--- src/rtl/gpio_ioc_pkg.sv ---
package gpio_ioc_pkg;
  localparam int ADDR_W = 2;
  localparam logic [ADDR_W-1:0] ADDR_PORT  = 2'd0;
  localparam logic [ADDR_W-1:0] ADDR_LATCH = 2'd1;
  localparam logic [ADDR_W-1:0] ADDR_DIR   = 2'd2;
  localparam logic [ADDR_W-1:0] ADDR_CTRL  = 2'd3;

  typedef struct packed {
    logic portAccess;
    logic latchWr;
    logic dirWr;
    logic ctrlWr;
  } regStrobe_t;
endpackage

--- src/rtl/gpio_ioc_ctrl.sv ---
module gpio_ioc_ctrl
  import gpio_ioc_pkg::*;
#(
  parameter int PORT_W = 8
) (
  input  logic                  clk,
  input  logic                  rst,
  input  logic [ADDR_W-1:0]     regAddr,
  input  logic                  regWrEn,
  input  logic                  regRdEn,
  input  logic [PORT_W-1:0]     regWrData,
  input  logic                  mismatch,
  output regStrobe_t            strobe,
  output logic [PORT_W-1:0]     ctrlValue,
  output logic                  changeFlag,
  output logic                  wakeEnable
);
  localparam int FLAG_BIT = 0;
  localparam int WAKE_BIT = 1;
  localparam int PULL_BIT = PORT_W - 1;

  logic pullDisable;
  logic mismatchQ;
  logic clearOk;
  logic clearReq;

  always_comb begin
    strobe.portAccess = (regWrEn || regRdEn) && (regAddr == ADDR_PORT);
    strobe.latchWr    = regWrEn && ((regAddr == ADDR_PORT) || (regAddr == ADDR_LATCH));
    strobe.dirWr      = regWrEn && (regAddr == ADDR_DIR);
    strobe.ctrlWr     = regWrEn && (regAddr == ADDR_CTRL);
  end

  // a clear sticks only once the mismatch has been gone for a full cycle
  assign clearOk  = !mismatch && !mismatchQ;
  assign clearReq = strobe.ctrlWr && !regWrData[FLAG_BIT];

  always_ff @(posedge clk) begin
    if (rst) begin
      mismatchQ   <= 1'b0;
      changeFlag  <= 1'b0;
      pullDisable <= 1'b1;
      wakeEnable  <= 1'b0;
    end else begin
      mismatchQ <= mismatch;
      if (mismatch) begin
        changeFlag <= 1'b1;
      end else if (clearReq && clearOk) begin
        changeFlag <= 1'b0;
      end
      if (strobe.ctrlWr) begin
        pullDisable <= regWrData[PULL_BIT];
        wakeEnable  <= regWrData[WAKE_BIT];
      end
    end
  end

  always_comb begin
    ctrlValue           = '0;
    ctrlValue[FLAG_BIT] = changeFlag;
    ctrlValue[WAKE_BIT] = wakeEnable;
    ctrlValue[PULL_BIT] = pullDisable;
  end
endmodule

--- src/rtl/gpio_ioc_datapath.sv ---
module gpio_ioc_datapath
  import gpio_ioc_pkg::*;
#(
  parameter int PORT_W      = 8,
  parameter int IOC_LSB     = 4,
  parameter int SEG_W       = 6,
  parameter int SYNC_STAGES = 2
) (
  input  logic                  clk,
  input  logic                  rst,
  input  regStrobe_t            strobe,
  input  logic [ADDR_W-1:0]     regAddr,
  input  logic [PORT_W-1:0]     regWrData,
  input  logic [PORT_W-1:0]     ctrlValue,
  input  logic [PORT_W-1:0]     padIn,
  input  logic [SEG_W-1:0]      segEnable,
  output logic [PORT_W-1:0]     regRdData,
  output logic [PORT_W-1:0]     padOut,
  output logic [PORT_W-1:0]     padOe,
  output logic [PORT_W-1:0]     padPullUp,
  output logic                  mismatch
);
  localparam int IOC_W    = PORT_W - IOC_LSB;
  localparam int PULL_BIT = PORT_W - 1;

  logic [PORT_W-1:0] latchReg;
  logic [PORT_W-1:0] dirReg;
  logic [IOC_W-1:0]  snapshot;
  logic [PORT_W-1:0] syncStage [SYNC_STAGES];
  logic [PORT_W-1:0] pinSync;
  logic [PORT_W-1:0] segMask;
  logic [IOC_W-1:0]  watchMask;

  generate
    if (SEG_W < PORT_W) begin : g_segPad
      assign segMask = {{(PORT_W-SEG_W){1'b0}}, segEnable};
    end else begin : g_segFull
      assign segMask = segEnable[PORT_W-1:0];
    end
  endgenerate

  always_ff @(posedge clk) begin
    if (rst) begin
      for (int k = 0; k < SYNC_STAGES; k++) syncStage[k] <= '0;
    end else begin
      syncStage[0] <= padIn;
      for (int k = 1; k < SYNC_STAGES; k++) syncStage[k] <= syncStage[k-1];
    end
  end
  assign pinSync = syncStage[SYNC_STAGES-1];

  always_ff @(posedge clk) begin
    if (rst) begin
      latchReg <= '0;
      dirReg   <= '1;
      snapshot <= '0;
    end else begin
      if (strobe.latchWr)    latchReg <= regWrData;
      if (strobe.dirWr)      dirReg   <= regWrData;
      if (strobe.portAccess) snapshot <= pinSync[PORT_W-1:IOC_LSB];
    end
  end

  assign watchMask = dirReg[PORT_W-1:IOC_LSB] & ~segMask[PORT_W-1:IOC_LSB];
  assign mismatch  = |((pinSync[PORT_W-1:IOC_LSB] ^ snapshot) & watchMask);

  assign padOe     = ~dirReg & ~segMask;
  assign padOut    = latchReg & ~segMask;
  assign padPullUp = {PORT_W{~ctrlValue[PULL_BIT]}} & dirReg & ~segMask;

  always_comb begin
    case (regAddr)
      ADDR_PORT:  regRdData = pinSync & ~segMask;
      ADDR_LATCH: regRdData = latchReg;
      ADDR_DIR:   regRdData = dirReg;
      default:    regRdData = ctrlValue;
    endcase
  end
endmodule

--- src/rtl/gpio_ioc_port.sv ---
module gpio_ioc_port
  import gpio_ioc_pkg::*;
#(
  parameter int PORT_W      = 8,
  parameter int IOC_LSB     = 4,
  parameter int SEG_W       = 6,
  parameter int SYNC_STAGES = 2
) (
  input  logic              clk,
  input  logic              rst,
  input  logic [1:0]        regAddr,
  input  logic              regWrEn,
  input  logic              regRdEn,
  input  logic [PORT_W-1:0] regWrData,
  output logic [PORT_W-1:0] regRdData,
  input  logic [PORT_W-1:0] padIn,
  input  logic [SEG_W-1:0]  segEnable,
  output logic [PORT_W-1:0] padOut,
  output logic [PORT_W-1:0] padOe,
  output logic [PORT_W-1:0] padPullUp,
  output logic              changeIrq,
  output logic              wakeReq
);
  regStrobe_t        strobe;
  logic [PORT_W-1:0] ctrlValue;
  logic              mismatch;
  logic              changeFlag;
  logic              wakeEnable;

  gpio_ioc_ctrl #(.PORT_W(PORT_W)) u_ctrl (
    .clk(clk), .rst(rst), .regAddr(regAddr), .regWrEn(regWrEn), .regRdEn(regRdEn),
    .regWrData(regWrData), .mismatch(mismatch), .strobe(strobe),
    .ctrlValue(ctrlValue), .changeFlag(changeFlag), .wakeEnable(wakeEnable)
  );

  gpio_ioc_datapath #(
    .PORT_W(PORT_W), .IOC_LSB(IOC_LSB), .SEG_W(SEG_W), .SYNC_STAGES(SYNC_STAGES)
  ) u_data (
    .clk(clk), .rst(rst), .strobe(strobe), .regAddr(regAddr), .regWrData(regWrData),
    .ctrlValue(ctrlValue), .padIn(padIn), .segEnable(segEnable), .regRdData(regRdData),
    .padOut(padOut), .padOe(padOe), .padPullUp(padPullUp), .mismatch(mismatch)
  );

  assign changeIrq = changeFlag;
  assign wakeReq   = changeFlag & wakeEnable;
endmodule

--- config.mk ---
export PLATFORM = sky130hd
export DESIGN_NAME = gpio_ioc_port
export DESIGN_NICKNAME = d
export VERILOG_FILES = /design/src/rtl/gpio_ioc_pkg.sv /design/src/rtl/gpio_ioc_ctrl.sv /design/src/rtl/gpio_ioc_datapath.sv /design/src/rtl/gpio_ioc_port.sv
export SDC_FILE = /design/constraint.sdc
export NUM_CORES = 1
export LEC_CHECK = 0
export ABC_AREA = 0
export ABC_CLOCK_PERIOD_IN_PS = 1440
export BUFFER_PORTS_ARGS = -buffer_cell sky130_fd_sc_hd__buf_2
export CORE_UTILIZATION = 48
export CTS_CLUSTER_SIZE = 24
export DETAILED_ROUTE_END_ITERATION = 6
export PLACE_DENSITY_LB_ADDON = 0.15
export SETUP_SLACK_MARGIN = 0.1
export SKIP_LAST_GASP = 1
export SYNTH_ARGS = -nofsm -noshare
export SYNTH_HDL_FRONTEND = slang
export SYNTH_SLANG_ARGS = --single-unit
export TNS_END_PERCENT = 1
--- constraint.sdc ---
create_clock -name clk -period 1.44 [get_ports clk]
set_clock_uncertainty 0.1 [all_clocks]
set_input_delay 0.288 -clock clk [delete_from_list [all_inputs] [get_ports clk]]
set_output_delay 0.288 -clock clk [all_outputs]
set_load 0.05 [all_outputs]
======== After elaboration in Yosys (flattened, before gate mapping) ========
Memory sizes are Yosys's and may differ from the RTL's.
Index checks and enable logic that the tools add are counted.
word-level totals
  register bits after elaboration ......... 24
  RAM bits ................................ 16
  output and inout port bits .............. 34
  logic and storage cells ................. 49
  memories kept ........................... 1
cells by class
  equality and inequality tests ........... 3
  mux-type cells .......................... 8
  bitwise gates (word level) .............. 15
  reductions and logical operators ........ 15
memories
  memory            depth  width  read ports  clocked after memory_dff  wr ports  RTL line                 source
  u_data.syncStage  2      8      2           0                         2         gpio_ioc_datapath.sv:29  logic [PORT_W-1:0] syncStage [SYNC_STAGES];
operators with widths
  operator                                                                number
  8-bit AND                                                               5
  8-bit one-hot mux with 3 select lines                                   1
  8-bit two-way mux                                                       2
  4-bit AND                                                               2
  6-bit NOT with 8-bit output                                             1
  8-bit NOT                                                               1
  1-bit logical AND                                                       7
  1-bit two-way mux                                                       5
  2-bit equality test (second input constant)                             2
  2-bit NOT with 4-bit output                                             1
  4-bit OR reduction                                                      1
  4-bit bitwise XOR                                                       1
  1-bit zero test                                                         3
  2-bit by 1-bit equality test with 1-bit output (second input constant)  1
  2-bit zero test                                                         1
  1-bit logical OR                                                        2
  1-bit OR                                                                2
  2-bit nonzero test                                                      1
  1-bit AND                                                               1
  1-bit NOT                                                               1

======== Depth between registers and ports, before layout ========
Gate-level depths: netlist of run 1.
  depth in word-level cells ............... 9
  gate-level depth with buffers ........... 6
  mapped depth without buffers ............ 4

======== Modules after synthesis ========
From an unflattened synthesis of run 1, not the netlist that was laid out.
unflattened totals
  cell total of the unflattened synthesis .. 192
  area, all modules ....................... 1858.0 um2
modules (own cells, without submodules)
  module             times used  cells an instance  area an instance (um2)  sequential area each (um2)
  gpio_ioc_datapath  1           161                1600.3                  720.7
  gpio_ioc_ctrl      1           30                 251.5                   80.1
  gpio_ioc_port      1           1                  6.3                     0.0

======== Worst setup path after synthesis of run 1 ========
No wires, ideal clock.
  kind .................................... input port to output port
  from .................................... input regAddr[0]
  to ...................................... output regRdData[2]
  data arrival time ....................... 1.861 ns
  required time ........................... 1.052 ns
  path slack .............................. -0.809 ns
  stages .................................. 4
  buffers on the path ..................... 2
  cell sequence ........................... buf_4 > buf_2 > a22oi_1 > o21ai_0
between the ends
  word-level cells in the longest chain between the ends .. 2
  elaborated cells on any way between the ends .. 4
  classes of those cells .................. eq/ne: 2; mux: 1; reduce/logical: 1
RTL lines
  element                                      RTL line                 source
  from (decl)                                  gpio_ioc_port.sv:11      input logic [1:0] regAddr,
  2-bit equality test (tied with other cells)  gpio_ioc_datapath.sv:72  case (regAddr)
  8-bit one-hot mux with 3 select lines *      gpio_ioc_datapath.sv:72
  to (decl)                                    gpio_ioc_port.sv:15      output logic [PORT_W-1:0] regRdData,
Every way passes the cells marked *; elsewhere a longest branch is shown, timed or not.

======== Worst setup path in the final report of run 1 ========
  from .................................... register u_ctrl.pullDisable
  to ...................................... output regRdData[7]
between the ends
  word-level cells in the longest chain between the ends .. 1
RTL lines
  element                                RTL line                 source
  from (decl)                            gpio_ioc_ctrl.sv:22      logic pullDisable;
  from (signal assigned)                 gpio_ioc_ctrl.sv:52      pullDisable <= regWrData[PULL_BIT];
  8-bit one-hot mux with 3 select lines  gpio_ioc_datapath.sv:72
Every way passes these cells.

==> results.md, run 1 <==
- Run status: finished with violations
- Failing checks: negative setup slack
- Final ANT Viol Nets: 0
- Clk pin slew, worst setup/hold paths: 100 ps
- Initial antenna violation count: 0
- Hold path endpoint: u_data.syncStage[0][2]$_SDFF_PP0_
- Max Slew Vio Count: 0
- EDFF count, synth: 0
- Fillers: 296
- Dominant cell type by area after synthesis: dfxtp_1
- Final Cycle Share: 120%
- I/O pin total: 62
- R2R setup slack: 130 ps
- Global-route wire length before repair: 6150 um
- Mapped cell area: 1700 um2
- Sequential fraction of the synthesis area: 47.1%
- Synth-to-layout area growth: 42.9%
- Type of the most critical hold path: in2reg
- Reg2reg start: u_data.syncStage[0][13]$_SDFF_PP0_
- WS Path Type: reg2out
- Crit-path slowest cell: mux4_2
- Largest stage delay on the critical path: 500 ps
- FMAX: 577 MHz
- Dpl hpwl: 3130 um
- Hold bufs inserted after CTS: 0
- Fin util: 72.2%
- RSZ-0062 raised after global routing: yes
- Crit-path cells: mux4_2 -> buf_6
- Peak VDD IR: 0.773 mV
- Min Tclk post-route: 1730 ps
- Syn Inst Count: 187
- Core area: 3360 um2
- Multi-input logic area: 985 um2
- Site Rows: 21
- Number of global-route vias before repair: 1359
- WL per Instance: 13.1 um
- GPL Wtd Cong: 0.758
- Synth warn: 0
- CTS tree: done
- Worst-skew pair later-pin latency: 340 ps
- Synth top area cells: dfxtp_1 (47%), mux2i_1 (10%), nor2b_1 (8.1%)
- Root buf cell: clkbuf_4
- Largest net degree at the start of global routing: 20
- Diode count: 0
- Worst R2R End: u_ctrl.changeFlag$_SDFFE_PP0P_
- Slew @ Worst Pin: 423 ps
- Final nets: 293
- Synth Register Bits: 40
- Overall routed net length: 4080 um
- Max-cap viol count: 0
- Data arrival, critical path: 1340 ps
- Distinct cells, synth: 25
- Top_reg_cell synth: dfxtp_1
- Final setup viols: 29
- Die height: 61.5 um
- Rel. slew slack: 71.8%
- Ys async rst share: 0%
- GRT Total Usage: 23.1%
- Final WS setup: -293 ps
- Endpoints failing hold: 0
- Clk buf depth: 2
- Register Area: 805 um2
- CP Capture Type: output pin
- H-Tree Depth: 2
- Placed instance area: 2320 um2
- Yosys top cell area share: 47.1%
- Min-delay src: padIn[2]
- Max FO, Critical Path: 3
- Critical Path Source Type: flip-flop
- CP required: 1050 ps
- Vias: 1526
- Layout cells sized above 1: 42.6%
- Synthesized net count: 215
- Total grt overflow: 0
- Drt drc: 0
- PwrDens: 966 nW/um2
- Initial Utilization: 50.5%
- Initial DRC count: 55
- Die ar.: 3780 um2
- R2R cell count: 5
- WHS Path Cells: 2
- Setup Fix Bufs, Post-CTS: 0
- Drt pass-1 iters: 4
- Buffers on Ports: 61
- Avg Synthesized Cell Area: 9.09 um2
- Die X: 61.5 um
- Final Cell Area: 2430 um2
- Clk sinks: 40
- Pwr Total: 0.00235 W
- Lkg Pwr: 1.19 nW
- Via density per instance: 4.91
- Num CTS Buffers: 5
-- layout by cell type, fill, tap and decap left out, types with 4 or more instances in the layout --
master    synthesis  layout
clkbuf_4          0      11
buf_2             3      52
nand2_1          21      21
nor3b_4           0       6
mux2i_1          17      17
nand3_1           7       7
nor2b_1          22      22
dfxtp_1          40      37
xor2_1            4       4
inv_1             4       4
o21ai_4           0       5
nor2_1           26      24
buf_4             5      21
-- cells in the mapped netlist, types with 4 or more instances --
cell type,instances
buf_4,5
nor3b_1,8
a21oi_1,5
mux2i_1,17
nor2_1,26
o21ai_0,5
xor2_1,4
dfxtp_1,40
nand3_1,7
nand2_1,21
nor2b_1,22
inv_1,4
-- worst max-delay path: cells and delay by family, from the launching register on --
kind / cells / cell delay, ps
DFF: 1 / 330
buffers and inverters: 1 / 170
muxes: 1 / 500
-- where the power goes --
part | switching, W | total, W | internal [W]
clock | 0.000335 | 0.000612 | 0.000277
sequential | 0.0000350 | 0.00120 | 0.00116
combinational | 0.000339 | 0.000538 | 0.000199
-- per-stage QoR --
stage	setup slack [ps]	TNS [ps]	instances	hold slack (ps)
2_1_floorplan	-46.8	-133	187	264
3_3_place_gp	-257	-2860	304	318
3_5_place_dp	-300	-3150	304	328
4_1_cts	-306	-5000	311	37.4
5_1_grt	-337	-6590	311	28.3
6_report	-293	-4160	311	44.2
-- routing by layer --
layer / GRT usage, % / wire length, um
met1: 28.8 / 1790
met5: 0 / 0
met2: 38.1 / 2000
met3: 6.72 / 244
met4: 8.25 / 47
-- state kept, by name, summed over array words and instances (netlist names) --
name / flops
u_data.syncStage: 16
u_ctrl.mismatchQ: 1
u_ctrl.pullDisable: 1
u_data.latchReg: 8
u_data.dirReg: 8
u_ctrl.wakeEnable: 1
u_data.snapshot: 4
u_ctrl.changeFlag: 1
-- kinds of logic (layout without fill, tap and decap cells) --
group                  count (synthesis)  count (layout)  synth area share (%)
flip-flops                            40              40                  47.1
buffers and inverters                 16              94                  4.86
XOR/XNOR                               4               4                  2.06
AND/OR/NAND/NOR                       90              90                  27.3
multiplexers                          18              18                  11.3
AO/OA/AOI/OAI                         19              19                  7.29
-- worst max-delay path by stage --
stage	startpoint	endpoint
6_report	u_ctrl.pullDisable$_SDFFE_PP1N_	regRdData[7]
3_5_place_dp	regAddr[0]	regRdData[0]
2_1_floorplan	u_ctrl.pullDisable$_SDFFE_PP1N_	regRdData[7]
4_1_cts	u_data.syncStage[0][15]$_SDFF_PP0_	regRdData[7]
3_3_place_gp	regAddr[0]	regRdData[1]
5_1_grt	u_ctrl.pullDisable$_SDFFE_PP1N_	regRdData[7]
-- repair_timing --
item,4_1_cts,5_1_grt
gates cloned,0,0
endpoints found under the setup margin,34,35
gates resized for setup,5,10
-- area by class of cell --
class	count	area share, %
multi-input combinational	131	40.6
sequential	40	33.1
timing repair buffer	82	20.5
clock buffer	7	2.68
tap	46	2.37
inverter	5	0.773
Note: power is estimated with default switching activity, not from simulation.
==> run 2, diff against run 1 <==
==> constraint.sdc (replaced) <==
create_clock -name clk -period 1.44 [get_ports clk]
set_clock_uncertainty 0.1 [all_clocks]
set_input_delay 0 -clock clk [delete_from_list [all_inputs] [get_ports clk]]
set_output_delay 0 -clock clk [all_outputs]
set_load 0.05 [all_outputs]
==> results.md, run 2 (same netlist as run 1, synthesis figures left out) <==
- Layout cells sized above 1: 31.8%
- Run status: completed
- Peak VDD IR: 0.647 mV
- Hold path endpoint: u_ctrl.mismatchQ$_SDFF_PP0_
- Clk pin slew, worst setup/hold paths: 110 ps
- I/O pin total: 62
- Drt pass-1 iters: 4
- Reg2reg start: u_data.snapshot[1]$_SDFFE_PP0P_
- WL per Instance: 12.7 um
- GPL Wtd Cong: 0.816
- Die height: 61.5 um
- Num CTS Buffers: 5
- Non-filler cells, final: 320
- Max-cap viol count: 0
- Max FO, Critical Path: 3
- Buffers on Ports: 61
- Max reg flops: 16
- Switch Pwr: 0.000682 W
- Lkg Pwr: 1.18 nW
- Initial antenna violation count: 0
- Clk buf depth: 2
- CP Capture Type: output pin
- Min-delay src: segEnable[4]
- Placed Instances: 290
- Final nets: 301
- Initial DRC count: 88
- Initial Utilization: 50.5%
- Die ar.: 3780 um2
- Final WS setup: 3.59 ps
- Final ANT Viol Nets: 0
- Internal power: 0.00160 W
- Slew @ Worst Pin: 469 ps
- Type of the most critical hold path: in2reg
- PwrDens: 958 nW/um2
- Clk sinks: 40
- R2R cell count: 4
- Total grt overflow: 0
- Most common cell after layout, fill and taps aside: buf_2
- Final Cycle Share: 99.8%
- Die X: 61.5 um
- Worst-skew pair later-pin latency: 350 ps
- WS Path Type: reg2out
- Endpoints failing hold: 0
- Worst R2R End: u_ctrl.changeFlag$_SDFFE_PP0P_
- Top reg by flops: u_data.syncStage
- Via density per instance: 4.91
- Largest net degree at the start of global routing: 20
- Drt drc: 0
- Clock network power share: 25.4%
- H-Tree Depth: 2
- Rel. slew slack: 68.7%
- Dpl hpwl: 2630 um
- Data arrival, critical path: 1340 ps
- CP required: 1340 ps
- Largest regs: u_data.syncStage x16, u_data.dirReg x8, u_data.latchReg x8
- Synth-to-layout area growth: 40.0%
- Site Rows: 21
- Min Tclk post-route: 1440 ps
- Overall routed net length: 4070 um
- Most frequent cells in the layout: buf_2 (51), dfxtp_1 (35), nor2_1 (26)
- CTS tree: done
- Root buf cell: clkbuf_4
- GRT Total Usage: 23.1%
- Final setup viols: 0
- Diode count: 0
- Max Slew Vio Count: 0
- RSZ-0062 raised after global routing: yes
- Critical Path Source Type: flip-flop
- Combinational fraction of design power: 22.2%
- Flop pwr share: 52.4%
- Net Sw Frac: 29.9%
- DP Worst Slack: 172 ps
- Number of global-route vias before repair: 1343
- R2R setup slack: 240 ps
- WHS Path Cells: 4
- Global-route wire length before repair: 6110 um
- FMAX: 696 MHz
- Core area: 3360 um2
- Vias: 1571
-- run 2: cell count changes in the layout (fill, tap and decap cells not counted), moves of 3 or more --
cell / before / now
dlygate4sd3_1: 0 / 20
clkbuf_4: 11 / 8
buf_4: 21 / 15
nor3b_1: 1 / 5
buf_6: 3 / 0
o21ai_0: 0 / 4
o21ai_4: 5 / 0
nor3b_4: 6 / 0
-- run 2: power groups by stage --
stage,sequential [W],clock [W],combinational (W)
2_1_floorplan,0.00122,0,0.000307
3_3_place_gp,0.00122,0,0.000439
3_5_place_dp,0.00122,0,0.000441
4_1_cts,0.00119,0.000598,0.000500
5_1_grt,0.00120,0.000653,0.000547
6_report,0.00119,0.000579,0.000506
-- run 2: final cells by class --
| type | count | area (um2) |
|---|---|---|
| Sequential cell | 40 | 807 |
| Timing Repair Buffer | 90 | 606 |
| Inverter | 5 | 18.8 |
| Multi-Input combinational cell | 131 | 831 |
| Clock buffer | 8 | 58.8 |
| Fill cell | 288 | 985 |
| Tap cell | 46 | 57.6 |
-- run 2: critical path: stages (launching register included) --
cell,delay [ps]
dfxtp_2,340
mux4_2,480
buf_8,170
-- run 2: layer usage --
| metal | track usage [%] | wire length, um |
|---|---|---|
| met1 | 28.9 | 1810 |
| met2 | 37.5 | 2000 |
| met3 | 6.93 | 202 |
| met4 | 8.57 | 53 |
| met5 | 0 | 0 |
-- run 2: how the worst max path moves through the flow --
stage,depth (start not counted),to,slack [ps],start
floorplan,2,padPullUp[0],-310,u_ctrl.pullDisable$_SDFFE_PP1N_
global placement,5,u_data.dirReg[6]$_SDFFE_PP1P_,210,regAddr[1]
detailed placement,5,u_data.dirReg[7]$_SDFFE_PP1P_,170,regAddr[1]
CTS,2,regRdData[7],-10,u_data.syncStage[0][15]$_SDFF_PP0_
global route,2,regRdData[7],-50,u_data.syncStage[0][15]$_SDFF_PP0_
finish,2,regRdData[7],4,u_data.syncStage[0][15]$_SDFF_PP0_
-- run 2: through the flow --
stage	instance area, um2	power (W)	util, %	TNS [ps]	hold WS, ps
4_1_cts	2350	0.00229	70.0	-14.9	26.3
5_1_grt	2380	0.00240	70.7	-465	43.0
6_report	2380	0.00228	70.7	0	45.4
3_3_place_gp	2050	0.00166	61.0	0	107
2_1_floorplan	1700	0.00153	-	-3390	-23.7
3_5_place_dp	2050	0.00166	61.0	0	114
-- run 2: timing repair --
item | 4_1_cts | 5_1_grt
endpoints found under the hold margin | 31 | 0
cloned | 0 | 0
gates resized for setup | 12 | 13
setup endpoints to repair | 14 | 16
buffers inserted | 2 | 0
hold buffers | 20 | 0
==> run 3, diff against run 2 <==
- PLACE_DENSITY: not set -> 0.89
- PLACE_DENSITY_LB_ADDON: 0.15 -> not set
==> results.md, run 3 (same netlist as run 1, synthesis figures left out) <==
- Vias: 1581
- PwrDens: 966 nW/um2
- GRT Total Usage: 22.8%
- Non-filler cells, final: 318
- Critical Path Source Type: flip-flop
- Overall routed net length: 4110 um
- Run status: finished with violations
- Clk pin slew, worst setup/hold paths: 120 ps
- Initial DRC count: 68
- Final nets: 299
- Peak VDD IR: 0.660 mV
- Final setup viols: 2
- WHS Path Cells: 4
- CP required: 1340 ps
- CP Capture Type: output pin
- Dpl hpwl: 2750 um
- Reg2reg start: u_data.snapshot[0]$_SDFFE_PP0P_
- Min-delay src: segEnable[4]
- Global-route wire length before repair: 6070 um
- Die X: 61.5 um
- GR peak layer: met2
- Fillers: 283
- Max-cap viol count: 0
- FMAX: 675 MHz
- Max reg flops: 16
- Buffers on Ports: 61
- Hold path endpoint: u_ctrl.mismatchQ$_SDFF_PP0_
- Lkg Pwr: 1.17 nW
- Root buf cell: clkbuf_4
- GPL Wtd Cong: 0.823
- Met1 Use GR: 29.1%
- Initial Utilization: 50.5%
- Die ar.: 3780 um2
- Layout cells sized above 1: 30.1%
- Max FO, Critical Path: 5
- Synth-to-layout area growth: 39.2%
- CTS tree: done
- Number of global-route vias before repair: 1340
- Initial antenna violation count: 0
- Total grt overflow: 0
- Failing checks: negative setup slack
- Type of the most critical hold path: in2reg
- Diode count: 0
- RSZ-0062 raised after global routing: yes
- Crit-path slowest cell: mux4_2
- Largest delay contributor family on the critical path: multiplexers
- Clk sinks: 40
- Core area: 3360 um2
- Placed instance area: 2040 um2
- Top reg by flops: u_data.syncStage
- Site Rows: 21
- Endpoints failing hold: 0
- Placed Instances: 288
- Crit-path cells: mux4_2 -> buf_6
- Largest regs: u_data.syncStage x16, u_data.dirReg x8, u_data.latchReg x8
- Hold WS: 46.5 ps
- Final Cell Area: 2360 um2
- Drt drc: 0
- I/O pin total: 62
- Largest net degree at the start of global routing: 20
- Pwr Total: 0.00228 W
- Fin util: 70.3%
- Drt pass-1 iters: 4
- WL per Instance: 12.9 um
- WS Path Type: reg2out
- Rel. slew slack: 67.7%
- Max Slew Vio Count: 0
- Min Tclk post-route: 1480 ps
- Met3 usage: 7.35%
- Largest stage delay on the critical path: 500 ps
- H-Tree Depth: 2
- Num CTS Buffers: 5
- Data arrival, critical path: 1380 ps
- Final Cycle Share: 103%
- Worst-skew pair later-pin latency: 340 ps
- Met2 usage: 36.9%
- R2R cell count: 4
- Final ANT Viol Nets: 0
- Worst R2R End: u_ctrl.changeFlag$_SDFFE_PP0P_
- Die height: 61.5 um
- Most common cell after layout, fill and taps aside: buf_2
- Final WS setup: -42.5 ps
- Clk buf depth: 2
- Slew @ Worst Pin: 485 ps
- Most frequent cells in the layout: buf_2 (52), dfxtp_1 (37), nor2_1 (26)
- WP buf/inv: 1
- Via density per instance: 4.97
- R2R setup slack: 280 ps
==> run 3: how the worst max path moves through the flow <==
stage | end | slack, ps | from | cells past startpoint
finish | regRdData[7] | -40 | u_ctrl.pullDisable$_SDFFE_PP1N_ | 2
global route | regRdData[5] | -90 | u_data.syncStage[0][13]$_SDFF_PP0_ | 4
CTS | regRdData[7] | -50 | u_ctrl.pullDisable$_SDFFE_PP1N_ | 2
detailed placement | u_data.dirReg[7]$_SDFFE_PP1P_ | 150 | regAddr[1] | 5
global placement | u_data.dirReg[6]$_SDFFE_PP1P_ | 220 | regAddr[1] | 5
floorplan | padPullUp[0] | -310 | u_ctrl.pullDisable$_SDFFE_PP1N_ | 2
==> run 3: metrics by stage <==
stage	setup slack [ps]	TNS, ps
floorplan	-309	-3390
global placement	225	0
detailed placement	155	0
CTS	-45.3	-195
global route	-88.9	-746
finish	-42.5	-47.4
==> run 3: report_power, final <==
part | switching (W) | internal (W)
sequential | 0.0000363 | 0.00116
clock | 0.000352 | 0.000232
combinational | 0.000311 | 0.000191
total | 0.000700 | 0.00158
==> run 3: final cells by class <==
class,count,area [um2],area share (%)
Timing Repair Buffer,88,597,25.2
Inverter,5,18.8,0.794
Tap cell,46,57.6,2.43
Sequential cell,40,805,34.0
Multi-Input combinational cell,131,826,34.9
Clock inverter,2,10.0,0.423
Clock buffer,6,51.3,2.17
==> run 3: worst min-delay path, delay by kind of cell <==
family	cells	cell delay [ps]
buffers and inverters	2	180
AO/OA/AOI/OAI	2	260
==> run 3: timing repair <==
item,in CTS,in global routing
resized for setup,7,16
endpoints found under the hold margin,32,0
buffers inserted,0,0
cloned,0,0
pin swaps,0,2
setup endpoints to repair,15,19
hold buffers,22,0
==> run 3: per-layer routing <==
layer / vias to the layer above / part of all wire [%]
met4: 0 / 0.75
met2: 54 / 48
met3: 4 / 4.9
li1: 785 / -
met5: - / 0
met1: 738 / 46
